File: src/rtl/clkchan_pkg.sv
package clkchan_pkg;

   typedef enum logic [1:0] {
      PATH_DIRECT = 2'd0,
      PATH_DIV    = 2'd1,
      PATH_DLY    = 2'd2,
      PATH_DIVDLY = 2'd3
   } path_e;

   function automatic logic path_has_div(path_e p);
      return (p == PATH_DIV) || (p == PATH_DIVDLY);
   endfunction

   function automatic logic path_has_dly(path_e p);
      return (p == PATH_DLY) || (p == PATH_DIVDLY);
   endfunction

endpackage

File: src/rtl/clkchan_cfg.sv
module clkchan_cfg
   import clkchan_pkg::*;
#(
   parameter int DIV_W = 8,
   parameter int DLY_W = 4
) (
   input  logic             clk,
   input  logic             rst_n,
   input  logic             sync_n,
   input  logic [1:0]       mode_i,
   input  logic [DIV_W-1:0] div_i,
   input  logic [DLY_W-1:0] dly_i,
   output logic [DIV_W-1:0] lim_o,
   output logic [DLY_W-1:0] sel_o,
   output logic             err_o
);
   localparam logic [DIV_W-1:0] RATIO_ONE = DIV_W'(1);
   localparam logic [DLY_W-1:0] DLY_ZERO  = '0;

   path_e            path_q;
   logic [DIV_W-1:0] ratio_q;
   logic [DLY_W-1:0] dly_q;
   logic             err_q;
   logic             zero_field;

   assign zero_field = (div_i == '0);

   always_ff @(posedge clk) begin
      if (!rst_n) begin
         path_q  <= PATH_DIRECT;
         ratio_q <= RATIO_ONE;
         dly_q   <= DLY_ZERO;
         err_q   <= 1'b0;
      end else if (!sync_n) begin
         path_q  <= path_e'(mode_i);
         ratio_q <= zero_field ? RATIO_ONE : div_i;
         dly_q   <= dly_i;
         err_q   <= err_q | zero_field;
      end
   end

   always_comb begin
      lim_o = path_has_div(path_q) ? ratio_q : RATIO_ONE;
      sel_o = path_has_dly(path_q) ? dly_q : DLY_ZERO;
   end

   assign err_o = err_q;

   p_err_sticky_r4: assert property (@(posedge clk) disable iff (!rst_n)
      err_q |=> err_q);

   p_cfg_frozen_r8: assert property (@(posedge clk) disable iff (!rst_n)
      sync_n |=> ($stable(path_q) && $stable(ratio_q) && $stable(dly_q)));

   p_lim_nonzero_r4: assert property (@(posedge clk) disable iff (!rst_n)
      lim_o != '0);

endmodule

File: src/rtl/clkchan_div.sv
module clkchan_div #(
   parameter int DIV_W = 8
) (
   input  logic             clk,
   input  logic             rst_n,
   input  logic             sync_n,
   input  logic [DIV_W-1:0] lim_i,
   output logic             q_o
);
   logic [DIV_W-1:0] cnt_q;
   logic             lvl_q;
   logic             wrap;

   assign wrap = (cnt_q == (lim_i - DIV_W'(1)));

   always_ff @(posedge clk) begin
      if (!rst_n) begin
         cnt_q <= '0;
         lvl_q <= 1'b0;
      end else if (!sync_n) begin
         cnt_q <= '0;
         lvl_q <= 1'b0;
      end else if (wrap) begin
         cnt_q <= '0;
         lvl_q <= ~lvl_q;
      end else begin
         cnt_q <= cnt_q + DIV_W'(1);
      end
   end

   assign q_o = lvl_q;

   p_sync_hold_r7: assert property (@(posedge clk) disable iff (!rst_n)
      !sync_n |=> (q_o == 1'b0 && cnt_q == '0));

   p_fast_toggle_r2: assert property (@(posedge clk) disable iff (!rst_n)
      (sync_n && lim_i == DIV_W'(1)) |=> (q_o != $past(q_o)));

   p_cnt_in_range_r3: assert property (@(posedge clk) disable iff (!rst_n)
      cnt_q < lim_i);

endmodule

File: src/rtl/clkchan_dly.sv
module clkchan_dly #(
   parameter int DLY_W = 4
) (
   input  logic             clk,
   input  logic             rst_n,
   input  logic             d_i,
   input  logic [DLY_W-1:0] sel_i,
   output logic             q_o
);
   localparam int DEPTH = (1 << DLY_W) - 1;

   logic [DEPTH:1] stg_q;
   logic [DEPTH:0] taps;

   generate
      if (DEPTH == 1) begin : g_single
         always_ff @(posedge clk) begin
            if (!rst_n) stg_q <= '0;
            else        stg_q <= d_i;
         end
      end else begin : g_chain
         always_ff @(posedge clk) begin
            if (!rst_n) stg_q <= '0;
            else        stg_q <= {stg_q[DEPTH-1:1], d_i};
         end
      end
   endgenerate

   assign taps = {stg_q, d_i};
   assign q_o  = taps[sel_i];

   p_first_stage_r5: assert property (@(posedge clk) disable iff (!rst_n)
      $rose(d_i) |=> stg_q[1]);

endmodule

File: src/rtl/clkchan_gate.sv
module clkchan_gate (
   input  logic clk,
   input  logic rst_n,
   input  logic en_i,
   input  logic d_i,
   output logic q_o
);
   logic open_q;

   always_ff @(posedge clk) begin
      if (!rst_n)    open_q <= 1'b0;
      else if (!d_i) open_q <= en_i;
   end

   assign q_o = open_q & d_i;

   p_gate_at_low_r9: assert property (@(posedge clk) disable iff (!rst_n)
      !$stable(open_q) |-> !$past(d_i));

   p_closed_low_r9: assert property (@(posedge clk) disable iff (!rst_n)
      !open_q |-> !q_o);

endmodule

File: src/rtl/clkchan_out.sv
module clkchan_out #(
   parameter int DIV_W = 8,
   parameter int DLY_W = 4
) (
   input  logic             src_clk,
   input  logic             rst_n,
   input  logic             sync_n,
   input  logic [1:0]       cfg_mode,
   input  logic [DIV_W-1:0] cfg_div,
   input  logic [DLY_W-1:0] cfg_dly,
   input  logic             cfg_en,
   output logic             clk_out,
   output logic             cfg_err
);
   generate
      if (DIV_W < 2 || DIV_W > 16) begin : g_bad_div
         $error("clkchan_out: DIV_W must lie in 2..16");
      end
      if (DLY_W < 1 || DLY_W > 8) begin : g_bad_dly
         $error("clkchan_out: DLY_W must lie in 1..8");
      end
   endgenerate

   logic [DIV_W-1:0] lim;
   logic [DLY_W-1:0] sel;
   logic             base_lvl;
   logic             dly_lvl;

   clkchan_cfg #(.DIV_W(DIV_W), .DLY_W(DLY_W)) u_cfg (
      .clk    (src_clk),
      .rst_n  (rst_n),
      .sync_n (sync_n),
      .mode_i (cfg_mode),
      .div_i  (cfg_div),
      .dly_i  (cfg_dly),
      .lim_o  (lim),
      .sel_o  (sel),
      .err_o  (cfg_err)
   );

   clkchan_div #(.DIV_W(DIV_W)) u_div (
      .clk    (src_clk),
      .rst_n  (rst_n),
      .sync_n (sync_n),
      .lim_i  (lim),
      .q_o    (base_lvl)
   );

   clkchan_dly #(.DLY_W(DLY_W)) u_dly (
      .clk    (src_clk),
      .rst_n  (rst_n),
      .d_i    (base_lvl),
      .sel_i  (sel),
      .q_o    (dly_lvl)
   );

   clkchan_gate u_gate (
      .clk    (src_clk),
      .rst_n  (rst_n),
      .en_i   (cfg_en),
      .d_i    (dly_lvl),
      .q_o    (clk_out)
   );

   p_sync_quiet_r7: assert property (@(posedge src_clk) disable iff (!rst_n)
      !sync_n |=> !base_lvl);

   p_undelayed_tap_r6: assert property (@(posedge src_clk) disable iff (!rst_n)
      (sel == '0) |-> (dly_lvl == base_lvl));

endmodule

File: config.mk
export PLATFORM = sky130hd
export DESIGN_NAME = clkchan_out
export DESIGN_NICKNAME = d
export VERILOG_FILES = /design/src/rtl/clkchan_pkg.sv /design/src/rtl/clkchan_cfg.sv /design/src/rtl/clkchan_div.sv /design/src/rtl/clkchan_dly.sv /design/src/rtl/clkchan_gate.sv /design/src/rtl/clkchan_out.sv
export SDC_FILE = /design/constraint.sdc
export NUM_CORES = 1
export LEC_CHECK = 0
export ABC_AREA = 1
export BUFFER_PORTS_ARGS = -buffer_cell sky130_fd_sc_hd__clkbuf_2
export CAP_MARGIN = 5
export CORE_UTILIZATION = 50
export CTS_CLUSTER_SIZE = 24
export DETAILED_ROUTE_END_ITERATION = 6
export HOLD_SLACK_MARGIN = 0.03
export PLACE_DENSITY = 0.76
export SLEW_MARGIN = 20
export SYNTH_ARGS = -nofsm -noshare
export SYNTH_HDL_FRONTEND = slang
export SYNTH_SLANG_ARGS = --single-unit
File: constraint.sdc
create_clock -name src_clk -period 1.9 [get_ports src_clk]
set_input_delay 0 -clock src_clk [delete_from_list [all_inputs] [get_ports src_clk]]
set_output_delay 0 -clock src_clk [all_outputs]
set_load 0.05 [all_outputs]
== Word-level counts from Yosys, hierarchy flattened ==
Index checks and enable logic that the tools add are counted.
Word-level totals
  bits in read-only memories: 0
  register bits after elaboration: 40
  input bits: 18
  word-level logic and storage cells: 30
  latch bits: 0
  bits in writable memories: 0
  output and inout port bits: 2
  memories: 0
Operators by class
  div/mod/pow operators: 0
  shift operators: 0
  add/sub/neg operators: 2
  bitwise operators: 5
  mux-type cells: 5
  multipliers: 0
  equality and inequality tests: 4
  order comparisons: 1
  reduce and logical (&&, ||, !) cells: 5
Operators with widths (count)
  2-to-1 mux 8 bit: 2
  adder 8 x 1 -> 8 bit, second input constant: 1
  == test 8 bit: 1
  logical NOT 8 bit: 1
  subtractor 8 x 1 -> 8 bit, second input constant: 1
  less-than comparator 4 x 5 -> 1 bit, second input constant: 1
  binary-select mux 1 bit (select 4 bit): 1
  == test 2 bit, second input constant: 2
  2-to-1 mux 4 bit: 1
  inverter 1 bit: 3
  OR reduction 3 bit: 1
  == test 2 x 1 -> 1 bit, second input constant: 1
  logical OR 1 bit: 2
  AND reduction 2 bit: 1
  bitwise AND 1 bit: 1
  2-to-1 mux 1 bit: 1
  OR 1 bit: 1

== Logic depth before layout (Yosys ltp) ==
Gate-level depths: netlist of the first run.
  depth after elaboration: 6
  depth in mapped cells: 14
  mapped depth without buffers: 14

== By module ==
From an unflattened synthesis of the first run, not the netlist that was laid out.
Second synthesis, totals
  cell total of the unflattened synthesis: 298
  area, all modules: 2018.2 um^2
By module, submodules not included
  clkchan_dly: area each 670.6 um^2, cells each 96, seq. area each 300.3 um^2, times used 1
  clkchan_div: area each 653.1 um^2, cells each 100, seq. area each 180.2 um^2, times used 1
  clkchan_cfg: area each 646.9 um^2, cells each 95, seq. area each 300.3 um^2, times used 1
  clkchan_gate: area each 47.5 um^2, cells each 7, seq. area each 20.0 um^2, times used 1

== Worst setup path after synthesis of the first run ==
No wires, ideal clock.
  path kind: flip-flop to flip-flop
  start: reg u_cfg.path_q[0]
  end: reg u_div.cnt_q[0]
  slack: 239 ps
  data required time: 1783 ps
  path buffers: 1
  arrival: 1544 ps
  stages on the path, launching flop included: 12
  library setup time: 117 ps
  clock period less this slack: 1661 ps
  cell sequence: dfxtp_1 buf_6 nand2_1 ha_1 xor2_1 nand2_1 nor2_1 nand2_1 nor2_1 nand3_2 nand2_2 nor2_1
Between the ends
  longest elaborated chain between the ends: 6
  elaborated cells between the ends (all ways): 7
  those cells by class: 1 x add/sub; 3 x eq/ne; 1 x mux; 2 x reduce/logical
RTL lines
  start: declaration: line clkchan_cfg.sv:20  | path_e path_q;
  start signal: assignment: line clkchan_cfg.sv:35  | path_q <= path_e'(mode_i);
  == test 2 x 1 -> 1 bit or == test 2 bit (tied branches): line clkchan_pkg.sv:11  | return (p == PATH_DIV) || (p == PATH_DIVDLY);
  logical OR 1 bit *: line clkchan_pkg.sv:11
  2-to-1 mux 8 bit *: line clkchan_cfg.sv:43  | lim_o = path_has_div(path_q) ? ratio_q : RATIO_ONE;
  subtractor 8 x 1 -> 8 bit *: line clkchan_div.sv:14  | assign wrap = (cnt_q == (lim_i - DIV_W'(1)));
  == test 8 bit *: line clkchan_div.sv:14
  OR reduction 3 bit (no source line) *
  end signal: assignment: line clkchan_div.sv:27  | cnt_q <= cnt_q + DIV_W'(1);
  end: declaration: line clkchan_div.sv:10  | logic [DIV_W-1:0] cnt_q;
Mark *: on every way between the ends. The rest lies on a longest branch, timed or not.
A chain may end at the register's enable or synchronous reset.

== Final worst setup path of the first run ==
  start: reg u_cfg.ratio_q[0]
  end: reg u_div.cnt_q[3]
Between the ends
  longest elaborated chain between the ends: 4
RTL lines
  start: declaration: line clkchan_cfg.sv:21  | logic [DIV_W-1:0] ratio_q;
  start signal: assignment: line clkchan_cfg.sv:36  | ratio_q <= zero_field ? RATIO_ONE : div_i;
  2-to-1 mux 8 bit: line clkchan_cfg.sv:43
  subtractor 8 x 1 -> 8 bit: line clkchan_div.sv:14
  == test 8 bit: line clkchan_div.sv:14
  OR reduction 3 bit (no source line)
Every way passes these cells.

==> implementation parameters, run 1 <==
Parameter                              Value

Outcome
  Run status ... completed

CTS
  Clock root buffer ... sky130_fd_sc_hd__clkbuf_8
  Latest clock arrival within the worst-skew pair ... 0.29 ns
  Max H-tree Level ... 2
  Clock Pin Slew Worst Setup and Hold Paths ... 0.08 ns
  Maximum count of clock buffers along a single path ... 2
  Clock tree from TritonCTS ... done
  Number of clock sinks ... 40
  Number of clock buffers inserted by TritonCTS ... 5

Worst setup path
  Type of the worst setup path ... reg2reg
  WP data required ... 2.08 ns
  Largest fanout on the critical path ... 8
  Worst setup SP type ... flop
  Sort of element at the end of the critical path ... flop
  Sequence of cells on the critical path ... nor2_4 > ha_1 > nand2_1 > nor2_1 > nand2_1 > nand2_1 > nand2_1 > nor2_1 > nand3_2 > nand2_4 > nor2_1
  Arrival time of the worst setup path ... ~1.9 ns
  Most used cell along the critical path ... sky130_fd_sc_hd__nand2_1
  CP max-delay cell ... sky130_fd_sc_hd__dfxtp_1
  Delay of the slowest cell on the worst path ... 0.36 ns

Detailed routing
  Number of DRC violations after detailed routing ... 0
  Post-route antenna net violation count ... 0
  First-pass iteration count of the detailed router ... 6
  Initial DRC Count ... 97
  Post-detailed-route via-to-cell ratio ... 4.76
  Via count of the routed design ... 1,704
  Routed length per instance ... approximately 11 µm
  Wire length after detailed routing ... 3.84 mm

Yosys
  Syn avg cell area ... 6.79 µm²
  Synthesized flop and latch total ... 40
  Most instantiated flip-flop cell in the synthesis netlist ... sky130_fd_sc_hd__dfxtp_1
  Main area contributors after synthesis ... sky130_fd_sc_hd__dfxtp_1 43%, sky130_fd_sc_hd__nand2_1 13%, sky130_fd_sc_hd__nor2_1 9.4%, sky130_fd_sc_hd__inv_1 8.6%, sky130_fd_sc_hd__nand3_1 5.4%
  Yosys warns ... 0
  Most used standard cell by instance count after synthesis ... sky130_fd_sc_hd__nand2_1
  Sequential element share of the synthesized area ... 0.429
  Netlist area before placement ... approximately 0.0019 mm²
  Number of enable flip-flop cells after synthesis ... 0
  Share of the synthesized area in the top cell type ... 0.429
  Commonest cells in the synthesized netlist ... 66 x sky130_fd_sc_hd__nand2_1, 47 x sky130_fd_sc_hd__nor2_1, 43 x sky130_fd_sc_hd__inv_1, 40 x sky130_fd_sc_hd__dfxtp_1, 20 x sky130_fd_sc_hd__nand3_1
  Post-synth top area cell ... sky130_fd_sc_hd__dfxtp_1
  Asr flop ratio synth ... 0
  Distinct cells, synth ... 25
  Instance count of the mapped netlist ... 275
  Mapped Nets ... roughly 300

Floorplan
  Die Span Y ... 63.1 µm
  Effective utilization at floorplan ... 0.539
  Core Footprint ... between 0.003 and 0.004 mm²
  Total I/O pin count ... 20
  Count of standard-cell rows ... 21
  Die width ... 63.1 µm
  Die ar. ... 0.00398 mm²

Timing
  Max-slew violations ... 0
  Normalized max-slew margin ... 0.649
  Min Tclk post-route ... between 1.5 and 2 ns
  Crit share post-route ... 0.897
  Final sum of negative setup slack ... 0 ns
  RSZ-0062 raised after global routing ... false
  Final number of hold-violating endpoints ... 0
  Max Clock Skew ... 0.00570 ns
  Timing-limited maximum frequency ... 587 MHz
  Worst-Margin Slew ... 0.526 ns
  Setup violations, final ... 0

Layout
  Final #Nets ... 331
  Layout Cell Area excl Fill ... 0.00227 mm²
  Area grow syn2layout ... 21.7%
  Antenna diode instance count ... 0
  Share of final-layout standard cells stronger than drive strength 1 ... 0.122

Global routing
  Via count of the first global-routing pass ... 1,574
  Residual overflow from global routing ... 0
  Total Routing Usage GR ... 0.216
  Wire length of the first global-routing pass ... roughly 6.7 mm
  Pin count of the biggest net entering global routing ... 30
  Initial antenna violation count ... 0

Placed design
  Number of port buffers ... 19
  Total cell area at the placement stage ... approximately 0.002 mm²
  Placer's final routability congestion estimate ... about 0.85
  Sum of net half-perimeters after detailed placement ... between 2 and 3 mm

Power
  Standby leakage power ... between 1 and 1.5 nW
  Cell area power density ... 785 mW/mm²
  Worst vdd rail ir drop ... 516 µV

Run
  Max-cap viol count ... 0

Hold path
  Min-Delay Path Class ... in2reg
==> repair_timing <==
item | CTS | global route
hold buffers | 15 | 0
resized for setup | 0 | 7
hold endpoints to repair | 15 | 0
setup endpoints to repair | 0 | 6
setup buffers | 0 | 0
==> kinds of logic after synthesis <==
kind of cell | count (synthesis) | synth area share
flops | 40 | 0.429
simple gates | 142 | 0.314
fa+ha+maj | 2 | 0.0134
xor+xnor | 9 | 0.0462
compound gates | 30 | 0.0884
buf+inv | 52 | 0.109
==> metrics by stage <==
step / util / hold WS, ns / instances / setup WS (ns) / total power [mW]
6_report: 0.655 / 0.162 / 358 / 0.196 / 1.78
5_1_grt: 0.655 / 0.183 / 358 / 0.0159 / 1.86
4_1_cts: 0.651 / 0.154 / 358 / 0.0635 / 1.79
3_5_place_dp: 0.577 / 0.244 / 335 / 0.164 / 1.09
3_3_place_gp: 0.577 / 0.234 / 335 / 0.220 / 1.09
2_1_floorplan: - / 0.152 / 275 / 0.239 / 1.04
==> layout make-up <==
cell class | count | area, µm²
tap | 46 | 57.6
multi-input combinational | 183 | 873
fill | 308 | 1190
timing repair buffer | 36 | 263
inverter | 45 | 169
clock buffer | 6 | 72.6
clock inverter | 2 | 35.0
sequential | 40 | 803
==> sequential cells by signal (all words and copies together) (netlist names) <==
| name | flops |
|---|---|
| u_div.cnt_q | 8 |
| u_cfg.err_o | 1 |
| u_dly.stg_q | 15 |
| u_cfg.ratio_q | 8 |
| u_div.q_o | 1 |
| u_cfg.dly_q | 4 |
| u_cfg.path_q | 2 |
| u_gate.open_q | 1 |
==> final timing paths <==
path | startpoint | end | slack, ns | cells after the start
min reg2reg | u_dly.stg_q[9]$_SDFF_PN0_ | u_dly.stg_q[10]$_SDFF_PN0_ | 0.43 | 2
min | sync_n | u_cfg.path_q[0]$_SDFFE_PN0N_ | 0.16 | 2
max reg2reg | u_cfg.ratio_q[0]$_SDFFE_PN1N_ | u_div.cnt_q[3]$_SDFF_PP0_ | 0.20 | 11
max | u_cfg.ratio_q[0]$_SDFFE_PN1N_ | u_div.cnt_q[3]$_SDFF_PP0_ | 0.20 | 11
==> where the power goes <==
| group | switching [mW] | total [mW] | internal, mW |
|---|---|---|---|
| clock network | 0.291 | 0.681 | 0.390 |
| registers | 0.0233 | 0.893 | 0.869 |
| logic | 0.122 | 0.212 | 0.0900 |
| total | 0.436 | 1.78 | 1.35 |
==> worst max-delay path, delay by kind of cell (launching register included) <==
family	cells	cell delay [ns]
AND/OR/NAND/NOR	10	1.01
flip-flops	1	0.36
adder cells (fa/ha/maj)	1	0.22
==> cells in the final DEF, fill, tap and decap left out, types with 2 or more instances in the layout <==
master                          count
sky130_fd_sc_hd__nand2_1           64
sky130_fd_sc_hd__nor2_1            47
sky130_fd_sc_hd__inv_1             43
sky130_fd_sc_hd__dfxtp_1           38
sky130_fd_sc_hd__nand3_1           20
sky130_fd_sc_hd__o21ai_0           19
sky130_fd_sc_hd__clkbuf_2          18
sky130_fd_sc_hd__dlygate4sd3_1     15
sky130_fd_sc_hd__xor2_1             7
sky130_fd_sc_hd__a21oi_1            5
sky130_fd_sc_hd__clkbuf_8           5
sky130_fd_sc_hd__o211ai_1           4
sky130_fd_sc_hd__nand2_2            3
sky130_fd_sc_hd__nand4_1            2
sky130_fd_sc_hd__nor3_1             2
sky130_fd_sc_hd__ha_1               2
sky130_fd_sc_hd__buf_4              2
sky130_fd_sc_hd__dfxtp_2            2
==> metal layers <==
metal / vias to the layer above / global-route usage / routed length, µm
li1: 914 / - / -
met1: 747 / 0.280 / 1910
met2: 36 / 0.348 / 1720
met3: 7 / 0.0543 / 158
met4: 0 / 0.0698 / 50
met5: - / 0 / 0
(Power assumes the default switching activity.)
==> inputs of run 2 (changes only) <==
Settings changed: BUFFER_PORTS_ARGS -buffer_cell sky130_fd_sc_hd__clkbuf_2 to -buffer_cell sky130_fd_sc_hd__buf_2.
==> implementation parameters, run 2 (synthesis gave the netlist of run 1 again) <==
Parameter                              Value

Placed design
  Number of port buffers ... 19
  Sum of net half-perimeters after detailed placement ... 2.71 mm
  Placer's final routability congestion estimate ... 0.848

Worst setup path
  Sequence of cells on the critical path ... nor2_4 > ha_2 > xor2_1 > nand2_1 > nor2_1 > nand2_1 > nor2_1 > nand3_2 > nand2_1 > nand2_1 > nor2_1
  Type of the worst setup path ... reg2reg
  Sort of element at the end of the critical path ... flop
  Worst setup SP type ... flop
  Crit Reg-Reg Endpoint ... u_div.q_o$_SDFFE_PN0N_
  Most used cell along the critical path ... sky130_fd_sc_hd__nand2_1
  WP data required ... between 2 and 2.5 ns
  Arrival time of the worst setup path ... 1.92 ns
  Sum of buffers and inverters on the critical path ... 0
  Worst reg2reg path depth ... 11
  CP max-delay cell ... sky130_fd_sc_hd__dfxtp_1
  Worst reg-to-reg setup slack ... about 0.21 ns
  Delay of the slowest cell on the worst path ... 0.43 ns
  Crit Reg-Reg Startpoint ... u_cfg.ratio_q[0]$_SDFFE_PN1N_
  Crit-path leading delay family ... simple AND/OR/NAND/NOR gates
  Largest fanout on the critical path ... 3

CTS
  Clock Pin Slew Worst Setup and Hold Paths ... 0.07 ns
  Clock tree from TritonCTS ... done
  Clock root buffer ... sky130_fd_sc_hd__clkbuf_8
  Number of clock buffers inserted by TritonCTS ... 5
  Latest clock arrival within the worst-skew pair ... 0.29 ns
  Max H-tree Level ... 2
  Maximum count of clock buffers along a single path ... 2
  Number of clock sinks ... 40

Timing
  Setup violations, final ... 0
  Final number of hold-violating endpoints ... 0
  Max-slew violations ... 0
  Final sum of negative setup slack ... 0 ns
  RSZ-0062 raised after global routing ... false
  Max Clock Skew ... 0.00523 ns
  Timing-limited maximum frequency ... 592 MHz
  Worst-Margin Slew ... 0.467 ns
  Crit share post-route ... 0.889
  Normalized max-slew margin ... 0.686
  Min Tclk post-route ... 1.69 ns
  Worst hold slack across all endpoints ... 0.0489 ns

Detailed routing
  Wire length after detailed routing ... 3.95 mm
  Via count of the routed design ... 1,707
  Post-detailed-route via-to-cell ratio ... 4.75
  First-pass iteration count of the detailed router ... 4
  Post-route antenna net violation count ... 0
  Number of DRC violations after detailed routing ... 0
  Initial DRC Count ... ~120
  Routed length per instance ... ~11 µm

Run
  Max-cap viol count ... 0

Power
  Switching part of the total ... 0.268
  Standby leakage power ... ~1.2 nW
  Relative contribution of sequential cells to total power ... 0.538
  Part of the total power dissipated in combinational logic ... 0.129
  Worst vdd rail ir drop ... 536 µV
  Cell area power density ... 735 mW/mm²
  Share of power burned in the clock network ... 0.333
  Cell internal power dissipation ... around 1.2 mW
  Switching power ... 445 µW

Floorplan
  Core Footprint ... 0.00347 mm²
  Total I/O pin count ... 20
  Die width ... roughly 63 µm
  Count of standard-cell rows ... 21
  Effective utilization at floorplan ... 0.539
  Die ar. ... 0.00398 mm²
  Die Span Y ... 63.1 µm

Layout
  Antenna diode instance count ... 0
  Area grow syn2layout ... 20.9%
  Reg with most FFs ... u_dly.stg_q
  Top flop regs ... u_dly.stg_q: 15 flops, u_cfg.ratio_q: 8 flops, u_div.cnt_q: 8 flops
  Final #Nets ... around 330
  Leading cell types in the layout, fill and taps excluded ... 64 x sky130_fd_sc_hd__nand2_1, 47 x sky130_fd_sc_hd__nor2_1, 43 x sky130_fd_sc_hd__inv_1
  Most common cell after layout, fill and taps aside ... sky130_fd_sc_hd__nand2_1
  Number of flip-flops in the largest register ... 15
  Share of final-layout standard cells stronger than drive strength 1 ... 0.134

Global routing
  Pin count of the biggest net entering global routing ... 30
  Initial antenna violation count ... 0
  Via count of the first global-routing pass ... approximately 1,600
  Total Routing Usage GR ... 0.217
  Wire length of the first global-routing pass ... 6.73 mm
  Residual overflow from global routing ... 0

Hold path
  Min-Delay Path Class ... in2reg
  Worst hold path cell count ... 3
  End point of the most critical hold path ... u_cfg.ratio_q[3]$_SDFFE_PN0N_
  Beginning of the worst hold path ... cfg_div[3]

Outcome
  Run status ... completed
## run 2: worst max path at each step
stage | depth (start not counted) | startpoint | to
2_1_floorplan | 11 | u_cfg.path_q[0]$_SDFFE_PN0N_ | u_div.cnt_q[0]$_SDFF_PP0_
3_3_place_gp | 12 | u_cfg.path_q[0]$_SDFFE_PN0N_ | u_div.cnt_q[0]$_SDFF_PP0_
3_5_place_dp | 12 | u_cfg.path_q[0]$_SDFFE_PN0N_ | u_div.cnt_q[6]$_SDFF_PP0_
4_1_cts | 9 | u_cfg.path_q[1]$_SDFFE_PN0N_ | clk_out
5_1_grt | 11 | u_cfg.ratio_q[1]$_SDFFE_PN0N_ | u_div.q_o$_SDFFE_PN0N_
6_report | 11 | u_cfg.ratio_q[0]$_SDFFE_PN1N_ | u_div.q_o$_SDFFE_PN0N_
## run 2: metal layers
| metal | wire length, µm | track usage |
|---|---|---|
| met5 | 0 | 0 |
| met1 | 1980 | 0.284 |
| met2 | 1780 | 0.337 |
| met3 | 144 | 0.0471 |
| met4 | 44 | 0.102 |
## run 2: through the flow
stage | power, mW | worst slack [ns] | instance area [µm²] | utilization | cells
after floorplan | 1.04 | 0.239 | 1870 | - | 275
after global placement | 1.09 | 0.222 | 2000 | 0.577 | 335
after detailed placement | 1.09 | 0.171 | 2000 | 0.577 | 335
after CTS | 1.66 | 0.0650 | 2230 | 0.642 | 357
after global routing | 1.74 | 0.0281 | 2260 | 0.651 | 359
final | 1.66 | 0.211 | 2260 | 0.651 | 359
## run 2: area by class of cell
cell class                      instances  area (µm²)
Clock inverter                          3        18.8
Inverter                               45         169
Clock buffer                            5        68.8
Multi-Input combinational cell        183         876
Timing Repair Buffer                   37         265
Sequential cell                        40         803
Fill cell                             301        1210
Tap cell                               46        57.6
## run 2: repair_timing
action,4_1_cts,5_1_grt
gates resized for setup,0,6
setup buffers,0,2
hold endpoints to repair,14,0
endpoints found under the setup margin,0,10
hold buffers,14,0
## run 2: power groups by stage
stage	clock network, mW	logic [mW]	registers [mW]
6_report	0.553	0.213	0.893
5_1_grt	0.598	0.243	0.897
4_1_cts	0.564	0.205	0.891
3_5_place_dp	0	0.183	0.911
3_3_place_gp	0	0.180	0.910
2_1_floorplan	0	0.135	0.906
## run 2: worst register-to-register path, stage by stage (launching register included)
cell and delay, ns:
sky130_fd_sc_hd__dfxtp_1 0.43, sky130_fd_sc_hd__nor2_4 0.06, sky130_fd_sc_hd__ha_2 0.32, sky130_fd_sc_hd__xor2_1 0.14, sky130_fd_sc_hd__nand2_1 0.06, sky130_fd_sc_hd__nor2_1 0.11
sky130_fd_sc_hd__nand2_1 0.06, sky130_fd_sc_hd__nor2_1 0.13, sky130_fd_sc_hd__nand3_2 0.12, sky130_fd_sc_hd__nand2_1 0.08, sky130_fd_sc_hd__nand2_1 0.04, sky130_fd_sc_hd__nor2_1 0.09
